===== config.mk =====
export PLATFORM = sky130hd
export DESIGN_NAME = indirect_ram_bridge
export DESIGN_NICKNAME = d
export VERILOG_FILES = /design/src/rtl/rambridge_pkg.sv /design/src/rtl/rambridge_ctrl.sv /design/src/rtl/rambridge_dp.sv /design/src/rtl/indirect_ram_bridge.sv
export SDC_FILE = /design/constraint.sdc
export NUM_CORES = 1
export LEC_CHECK = 0
export BUFFER_PORTS_ARGS = -buffer_cell sky130_fd_sc_hd__buf_2
export CAP_MARGIN = 20
export CORE_MARGIN = 5
export CORE_UTILIZATION = 45
export DETAILED_ROUTE_END_ITERATION = 16
export PLACE_DENSITY = 0.72
export SLEW_MARGIN = 20
export SYNTH_ARGS = -nofsm -noshare
export SYNTH_HDL_FRONTEND = slang
export SYNTH_SLANG_ARGS = --single-unit

===== constraint.sdc =====
create_clock -name clk -period 4.6 [get_ports clk]
set_input_delay 0.46 -clock clk [delete_from_list [all_inputs] [get_ports clk]]
set_output_delay 0.46 -clock clk [all_outputs]
set_load 0.02 [all_outputs]

===== src/rtl/rambridge_pkg.sv =====
package rambridge_pkg;

  typedef enum logic [1:0] {
    S_IDLE = 2'd0,
    S_RD   = 2'd1,
    S_CAP  = 2'd2,
    S_WB   = 2'd3
  } bridgeState_t;

  typedef struct packed {
    logic accept;
    logic ramRd;
    logic ramWr;
    logic capRead;
    logic capOld;
    logic setDone;
    logic setErr;
    logic tgtBuf;
  } ctlStrobe_t;

  localparam int REG_CMD  = 0;
  localparam int REG_STAT = 1;
  localparam int REG_DAT0 = 2;

endpackage


===== src/rtl/rambridge_ctrl.sv =====
module rambridge_ctrl
  import rambridge_pkg::*;
(
  input  logic       clk,
  input  logic       rstN,
  input  logic       cmdWrite,
  input  logic       cmdWnr,
  input  logic       cmdTgt,
  output ctlStrobe_t stb,
  output logic       busy
);

  bridgeState_t state, stateNext;
  logic wnrQ, tgtQ;

  always_comb begin
    stateNext = state;
    unique case (state)
      S_IDLE:  if (cmdWrite) stateNext = (cmdWnr && cmdTgt) ? S_WB : S_RD;
      S_RD:    stateNext = S_CAP;
      S_CAP:   stateNext = wnrQ ? S_WB : S_IDLE;
      S_WB:    stateNext = S_IDLE;
      default: stateNext = S_IDLE;
    endcase
  end

  always_ff @(posedge clk) begin
    if (!rstN) begin
      state <= S_IDLE;
      wnrQ  <= 1'b0;
      tgtQ  <= 1'b0;
    end else begin
      state <= stateNext;
      if (state == S_IDLE && cmdWrite) begin
        wnrQ <= cmdWnr;
        tgtQ <= cmdTgt;
      end
    end
  end

  assign busy = (state != S_IDLE);

  always_comb begin
    stb.accept  = !busy && cmdWrite;
    stb.ramRd   = (state == S_RD);
    stb.ramWr   = (state == S_WB);
    stb.capRead = (state == S_CAP) && !wnrQ;
    stb.capOld  = (state == S_CAP) && wnrQ;
    stb.setDone = ((state == S_CAP) && !wnrQ) || (state == S_WB);
    stb.setErr  = busy && cmdWrite;
    stb.tgtBuf  = tgtQ;
  end

  // with no command the sequencer stays idle
  p_idle_hold_r1: assert property (@(posedge clk) disable iff (!rstN)
    (state == S_IDLE && !cmdWrite) |=> (state == S_IDLE));

  // a masked table write always goes on to the write-back cycle
  p_rmw_order_r3: assert property (@(posedge clk) disable iff (!rstN)
    (state == S_CAP && wnrQ) |=> (state == S_WB));

  // the write-back cycle is the last one
  p_wb_last_r7: assert property (@(posedge clk) disable iff (!rstN)
    (state == S_WB) |=> (state == S_IDLE));

endmodule


===== src/rtl/rambridge_dp.sv =====
module rambridge_dp
  import rambridge_pkg::*;
#(
  parameter int HDW     = 32,
  parameter int TDW     = 128,
  parameter int TAW     = 8,
  parameter int BDW     = 8,
  parameter int BAW     = 14,
  parameter int RAW     = 4,
  parameter int WNR_BIT = 31,
  parameter int TGT_BIT = 30
) (
  input  logic           clk,
  input  logic           rstN,
  input  ctlStrobe_t     stb,
  input  logic           busy,
  input  logic           hostWrEn,
  input  logic [RAW-1:0] hostAddr,
  input  logic [HDW-1:0] hostWData,
  output logic [HDW-1:0] hostRData,
  output logic           cmdWrite,
  output logic           cmdWnr,
  output logic           cmdTgt,
  output logic           tblEn,
  output logic           tblWe,
  output logic [TAW-1:0] tblAddr,
  output logic [TDW-1:0] tblWData,
  input  logic [TDW-1:0] tblRData,
  output logic           bufEn,
  output logic           bufWe,
  output logic [BAW-1:0] bufAddr,
  output logic [BDW-1:0] bufWData,
  input  logic [BDW-1:0] bufRData
);

  localparam int WORDS   = TDW / HDW;
  localparam int REG_WE0 = REG_DAT0 + WORDS;

  logic [HDW-1:0] cmdReg;
  logic [HDW-1:0] datReg [WORDS];
  logic [HDW-1:0] weReg  [WORDS];
  logic [TDW-1:0] datFlat, weFlat, mergeReg;
  logic           doneFlag, errFlag;
  logic           stWrite;

  assign cmdWrite = hostWrEn && (hostAddr == RAW'(REG_CMD));
  assign stWrite  = hostWrEn && (hostAddr == RAW'(REG_STAT));
  assign cmdWnr   = hostWData[WNR_BIT];
  assign cmdTgt   = hostWData[TGT_BIT];

  genvar gw;
  generate
    for (gw = 0; gw < WORDS; gw++) begin : g_flat
      assign datFlat[gw*HDW +: HDW] = datReg[gw];
      assign weFlat[gw*HDW +: HDW]  = weReg[gw];
    end
  endgenerate

  always_ff @(posedge clk) begin
    if (!rstN) begin
      cmdReg <= '0;
    end else if (stb.accept) begin
      cmdReg <= hostWData;
    end
  end

  always_ff @(posedge clk) begin
    if (!rstN) begin
      for (int i = 0; i < WORDS; i++) begin
        datReg[i] <= '0;
        weReg[i]  <= '0;
      end
    end else begin
      for (int i = 0; i < WORDS; i++) begin
        if (hostWrEn && hostAddr == RAW'(REG_WE0 + i)) weReg[i] <= hostWData;
        if (stb.capRead && !stb.tgtBuf) begin
          datReg[i] <= tblRData[i*HDW +: HDW];
        end else if (stb.capRead && stb.tgtBuf) begin
          if (i == 0) datReg[i] <= {{(HDW-BDW){1'b0}}, bufRData};
        end else if (hostWrEn && hostAddr == RAW'(REG_DAT0 + i)) begin
          datReg[i] <= hostWData;
        end
      end
    end
  end

  always_ff @(posedge clk) begin
    if (!rstN) begin
      mergeReg <= '0;
    end else if (stb.capOld) begin
      mergeReg <= (tblRData & ~weFlat) | (datFlat & weFlat);
    end
  end

  always_ff @(posedge clk) begin
    if (!rstN) begin
      doneFlag <= 1'b0;
      errFlag  <= 1'b0;
    end else begin
      if (stb.setDone)     doneFlag <= 1'b1;
      else if (stb.accept) doneFlag <= 1'b0;
      else if (stWrite)    doneFlag <= doneFlag & hostWData[0];
      if (stb.setErr)      errFlag  <= 1'b1;
      else if (stWrite)    errFlag  <= errFlag & hostWData[1];
    end
  end

  assign tblEn    = (stb.ramRd || stb.ramWr) && !stb.tgtBuf;
  assign tblWe    = stb.ramWr && !stb.tgtBuf;
  assign tblAddr  = cmdReg[TAW-1:0];
  assign tblWData = mergeReg;
  assign bufEn    = (stb.ramRd || stb.ramWr) && stb.tgtBuf;
  assign bufWe    = stb.ramWr && stb.tgtBuf;
  assign bufAddr  = cmdReg[BAW-1:0];
  assign bufWData = datReg[0][BDW-1:0];

  always_comb begin
    hostRData = '0;
    if (hostAddr == RAW'(REG_CMD))  hostRData = cmdReg;
    if (hostAddr == RAW'(REG_STAT)) hostRData = {{(HDW-2){1'b0}}, errFlag, doneFlag};
    for (int i = 0; i < WORDS; i++) begin
      if (hostAddr == RAW'(REG_DAT0 + i)) hostRData = datReg[i];
      if (hostAddr == RAW'(REG_WE0 + i))  hostRData = weReg[i];
    end
  end

  // never both memories in one cycle
  p_ram_excl_r1: assert property (@(posedge clk) disable iff (!rstN)
    $onehot0({tblEn, bufEn}));

  // a command during a running access leaves the command register alone
  p_busy_cmd_kept_r9: assert property (@(posedge clk) disable iff (!rstN)
    (cmdWrite && busy) |=> $stable(cmdReg));

  // and raises the error flag
  p_busy_err_r9: assert property (@(posedge clk) disable iff (!rstN)
    (cmdWrite && busy) |=> errFlag);

  // acceptance clears done
  p_accept_clr_r8: assert property (@(posedge clk) disable iff (!rstN)
    stb.accept |=> !doneFlag);

  // completion wins over a concurrent host clear
  p_done_wins_r8: assert property (@(posedge clk) disable iff (!rstN)
    stb.setDone |=> doneFlag);

endmodule


===== src/rtl/indirect_ram_bridge.sv =====
module indirect_ram_bridge
  import rambridge_pkg::*;
#(
  parameter int HDW     = 32,
  parameter int TDW     = 128,
  parameter int TAW     = 8,
  parameter int BDW     = 8,
  parameter int BAW     = 14,
  parameter int RAW     = 4,
  parameter int WNR_BIT = 31,
  parameter int TGT_BIT = 30
) (
  input  logic           clk,
  input  logic           rstN,
  input  logic           hostWrEn,
  input  logic [RAW-1:0] hostAddr,
  input  logic [HDW-1:0] hostWData,
  output logic [HDW-1:0] hostRData,
  output logic           tblEn,
  output logic           tblWe,
  output logic [TAW-1:0] tblAddr,
  output logic [TDW-1:0] tblWData,
  input  logic [TDW-1:0] tblRData,
  output logic           bufEn,
  output logic           bufWe,
  output logic [BAW-1:0] bufAddr,
  output logic [BDW-1:0] bufWData,
  input  logic [BDW-1:0] bufRData
);

  ctlStrobe_t stb;
  logic busy, cmdWrite, cmdWnr, cmdTgt;

  rambridge_ctrl u_ctrl (
    .clk(clk), .rstN(rstN), .cmdWrite(cmdWrite), .cmdWnr(cmdWnr),
    .cmdTgt(cmdTgt), .stb(stb), .busy(busy)
  );

  rambridge_dp #(
    .HDW(HDW), .TDW(TDW), .TAW(TAW), .BDW(BDW), .BAW(BAW), .RAW(RAW),
    .WNR_BIT(WNR_BIT), .TGT_BIT(TGT_BIT)
  ) u_dp (
    .clk(clk), .rstN(rstN), .stb(stb), .busy(busy),
    .hostWrEn(hostWrEn), .hostAddr(hostAddr), .hostWData(hostWData),
    .hostRData(hostRData), .cmdWrite(cmdWrite), .cmdWnr(cmdWnr), .cmdTgt(cmdTgt),
    .tblEn(tblEn), .tblWe(tblWe), .tblAddr(tblAddr), .tblWData(tblWData),
    .tblRData(tblRData), .bufEn(bufEn), .bufWe(bufWe), .bufAddr(bufAddr),
    .bufWData(bufWData), .bufRData(bufRData)
  );

endmodule


==> metrics.cfg <==
[synthesis]
netlist.area_leader.share_pct = 37.6
yosys_register_bits = 420
synth_most_common_cell = edfxtp_1
netlist_instances = 1886
syn-num-nets = 2061
ys_seq_area_share_pct = 53.6
yosys_warnings = 0
async_flop_share_pct = 0
synth_area_leaders = edfxtp_1 (38%), dfxtp_1 (16%), mux2i_1 (6.3%), a22o_1 (5.1%), a211oi_1 (4.1%)
postSynthAreaPerCell_um2 = 10.9
synth_cell_types = 50
yosys.area.top_type = edfxtp_1
dominantRegCellSynth = edfxtp_1
synth-edff-count = 256
synthTopCellsByCount = edfxtp_1 (256), dfxtp_1 (164), nor2_1 (154), nand2_1 (141), and2_1 (131)
synth_area_um2 = 20500

[floorplanning]
fp-row-count = 78
ioPinCount = 369
start_util_pct = 45.3
die_h_um = 223
fp.dieArea_um2 = 49900
die_w_um = 223
coreArea_um2 = 45200

[critical_path]
crit_required_ps = 4140
path_max_fanout = 56
critPathKind = input port to output port
crit_path_start_kind = input port
endpoint_kind = output port
crit_arrival_ps = 3110
crit_path_frequent_cell = buf_4
cp_num_buf_inv = 3
path_cells = buf_4, nor2b_4, buf_4, o21ai_0, a21oi_1, o31a_1, buf_2
cpMaxStageDelayCell = nor2b_4
crit_family = buffers and inverters
cpPeakStageDelay_ps = 710

[global_routing]
grt-ovfl-total = 0
grt_pass1_wl_um = 105000
antenna_found_initial = 16
globalRouteTotalUtil_pct = 27.3
grt_max_degree = 99
grt_pass1_vias = 16600

[timing]
setup_viol = 0
rsz0062_at_grt = no
fin_tns_setup_ps = 0
worstMarginPinSlew_ps = 1120
fin_skew_ps = 12.8
hold_ws_ps = 181
maxSlewHeadroom_pct = 24.8
min_period_ps = 3570
hold_viol_final = 0
fmax_mhz = 280
fin_crit_sh_pct = 77.6
drv_slew = 0

[job]
drv_cap = 0

[clock_tree]
clkTransAtPathRegs_ps = 60
cts_tree = yes
cts_num_sinks = 420
cts_max_level = 2
root_buffer = clkbuf_16
post_cts_resized = 0
cts_setup_buffers = 0
cts_max_path_buffers = 3
hold_buffers = 0
insertion_delay_ps = 580
numCtsBuffers = 46

[layout]
area_growth_syn_to_layout_pct = 17.3
drive_gt1_share_pct = 26.0
fin_util_pct = 53.2
layout.nets = 2283

[placed_design]
dpl.hpwl_um = 45700
io_buffers = 368
place.gp.congestion = 0.867

[outcome]
status = finished clean

[detailed_routing]
antenna_left = 0
wire_per_inst_um = 25.9
via_per_inst = 6.17
dr.pass1.iters = 5
drc_errors = 0
vias = 17000
drtIter0Drc = 1830
totalWireLength_um = 71500

[power_and_ir_drop]
vdd_drop_max_mv = 0.284
power_density_nw_per_um2 = 372
p_leak_uw = 0.00962

[hold_path]
hp-class = input port to register

[cells in the final DEF (no fill, tap or decap), types with 17 or more instances in the layout]
cell / instances
nand2_1: 139
inv_1: 17
buf_2: 365
a22o_1: 120
and2_1: 131
o311ai_0: 27
clkbuf_16: 51
mux2_2: 54
a221oi_1: 27
o22ai_1: 37
a21oi_1: 92
mux2i_1: 128
o32ai_1: 26
a211oi_1: 113
buf_4: 32
and3_1: 28
edfxtp_1: 256
dfxtp_1: 164
nor2_1: 150
nor3_1: 27
[cell families after synthesis]
family | Yosys count | synth area share (%)
DFF | 420 | 53.6
muxes | 182 | 9.23
and+or+nand+nor | 531 | 12.7
AOI/OAI and AO/OA | 509 | 18.7
buffers and inverters | 244 | 5.74
[worst reg2reg max path: stages, from the launching register on]
cell and delay (ps):
dfxtp_1 490, or3b_1 370, nand3_2 220, nor4_4 240
nand2b_2 680, buf_4 370
[power breakdown]
| part | total, µW | switching, µW | internal (µW) | leakage [µW] |
|---|---|---|---|---|
| logic | 849 | 554 | 295 | 0.00497 |
| clock network | 3860 | 1560 | 2300 | 0.000776 |
| registers | 4230 | 104 | 4130 | 0.00388 |
| total | 8950 | 2220 | 6730 | 0.00962 |
[per-layer routing]
layer  wire length [µm]  global-route usage (%)
met5                 80                       0
met1              29100                    37.1
met3               6720                    5.34
met2              33600                    43.9
met4               2030                    9.64
[sequential cells by signal, indices dropped and copies added (netlist names)]
signal         count
u_ctrl.state       2
u_ctrl.wnrQ        1
u_dp.cmdReg       31
u_dp.datReg      128
u_dp.doneFlag      1
u_dp.errFlag       1
u_dp.tblWData    128
u_dp.weReg       128
[metrics by stage]
stage                     cells  power, µW  setup slack [ps]  area (µm²)
after floorplan            1886       4780               544       20500
after global placement     2660       5120              1140       22400
after detailed placement   2660       5140              1050       22400
after CTS                  2746       8960              1060       24000
after global routing       2754       9200               960       24000
final                      2756       8950              1030       24000
[path summary, 6_finish.rpt]
| path | startpoint | endpoint | slack [ps] | depth (start not counted) |
|---|---|---|---|---|
| worst min register to register | u_dp.cmdReg[21] | u_dp.cmdReg[21] | 460 | 2 |
| worst max register to register | u_ctrl.state[0] | u_dp.datReg[0][52] | 1910 | 5 |
| worst max-delay path | hostAddr[2] | hostRData[0] | 1030 | 7 |
| worst min-delay path | tblRData[121] | u_dp.datReg[0][121] | 180 | 2 |
[final cells by class]
type | count | area [µm²]
diodes | 10 | 25.0
clock buffers | 74 | 1470
clock inverters | 12 | 116
fillers | 3956 | 21200
inverters | 18 | 72.6
multi-input cells | 1222 | 8490
flip-flops and latches | 420 | 11000
well taps | 600 | 751
repair buffers | 400 | 2130
(Power assumes the default switching activity.)
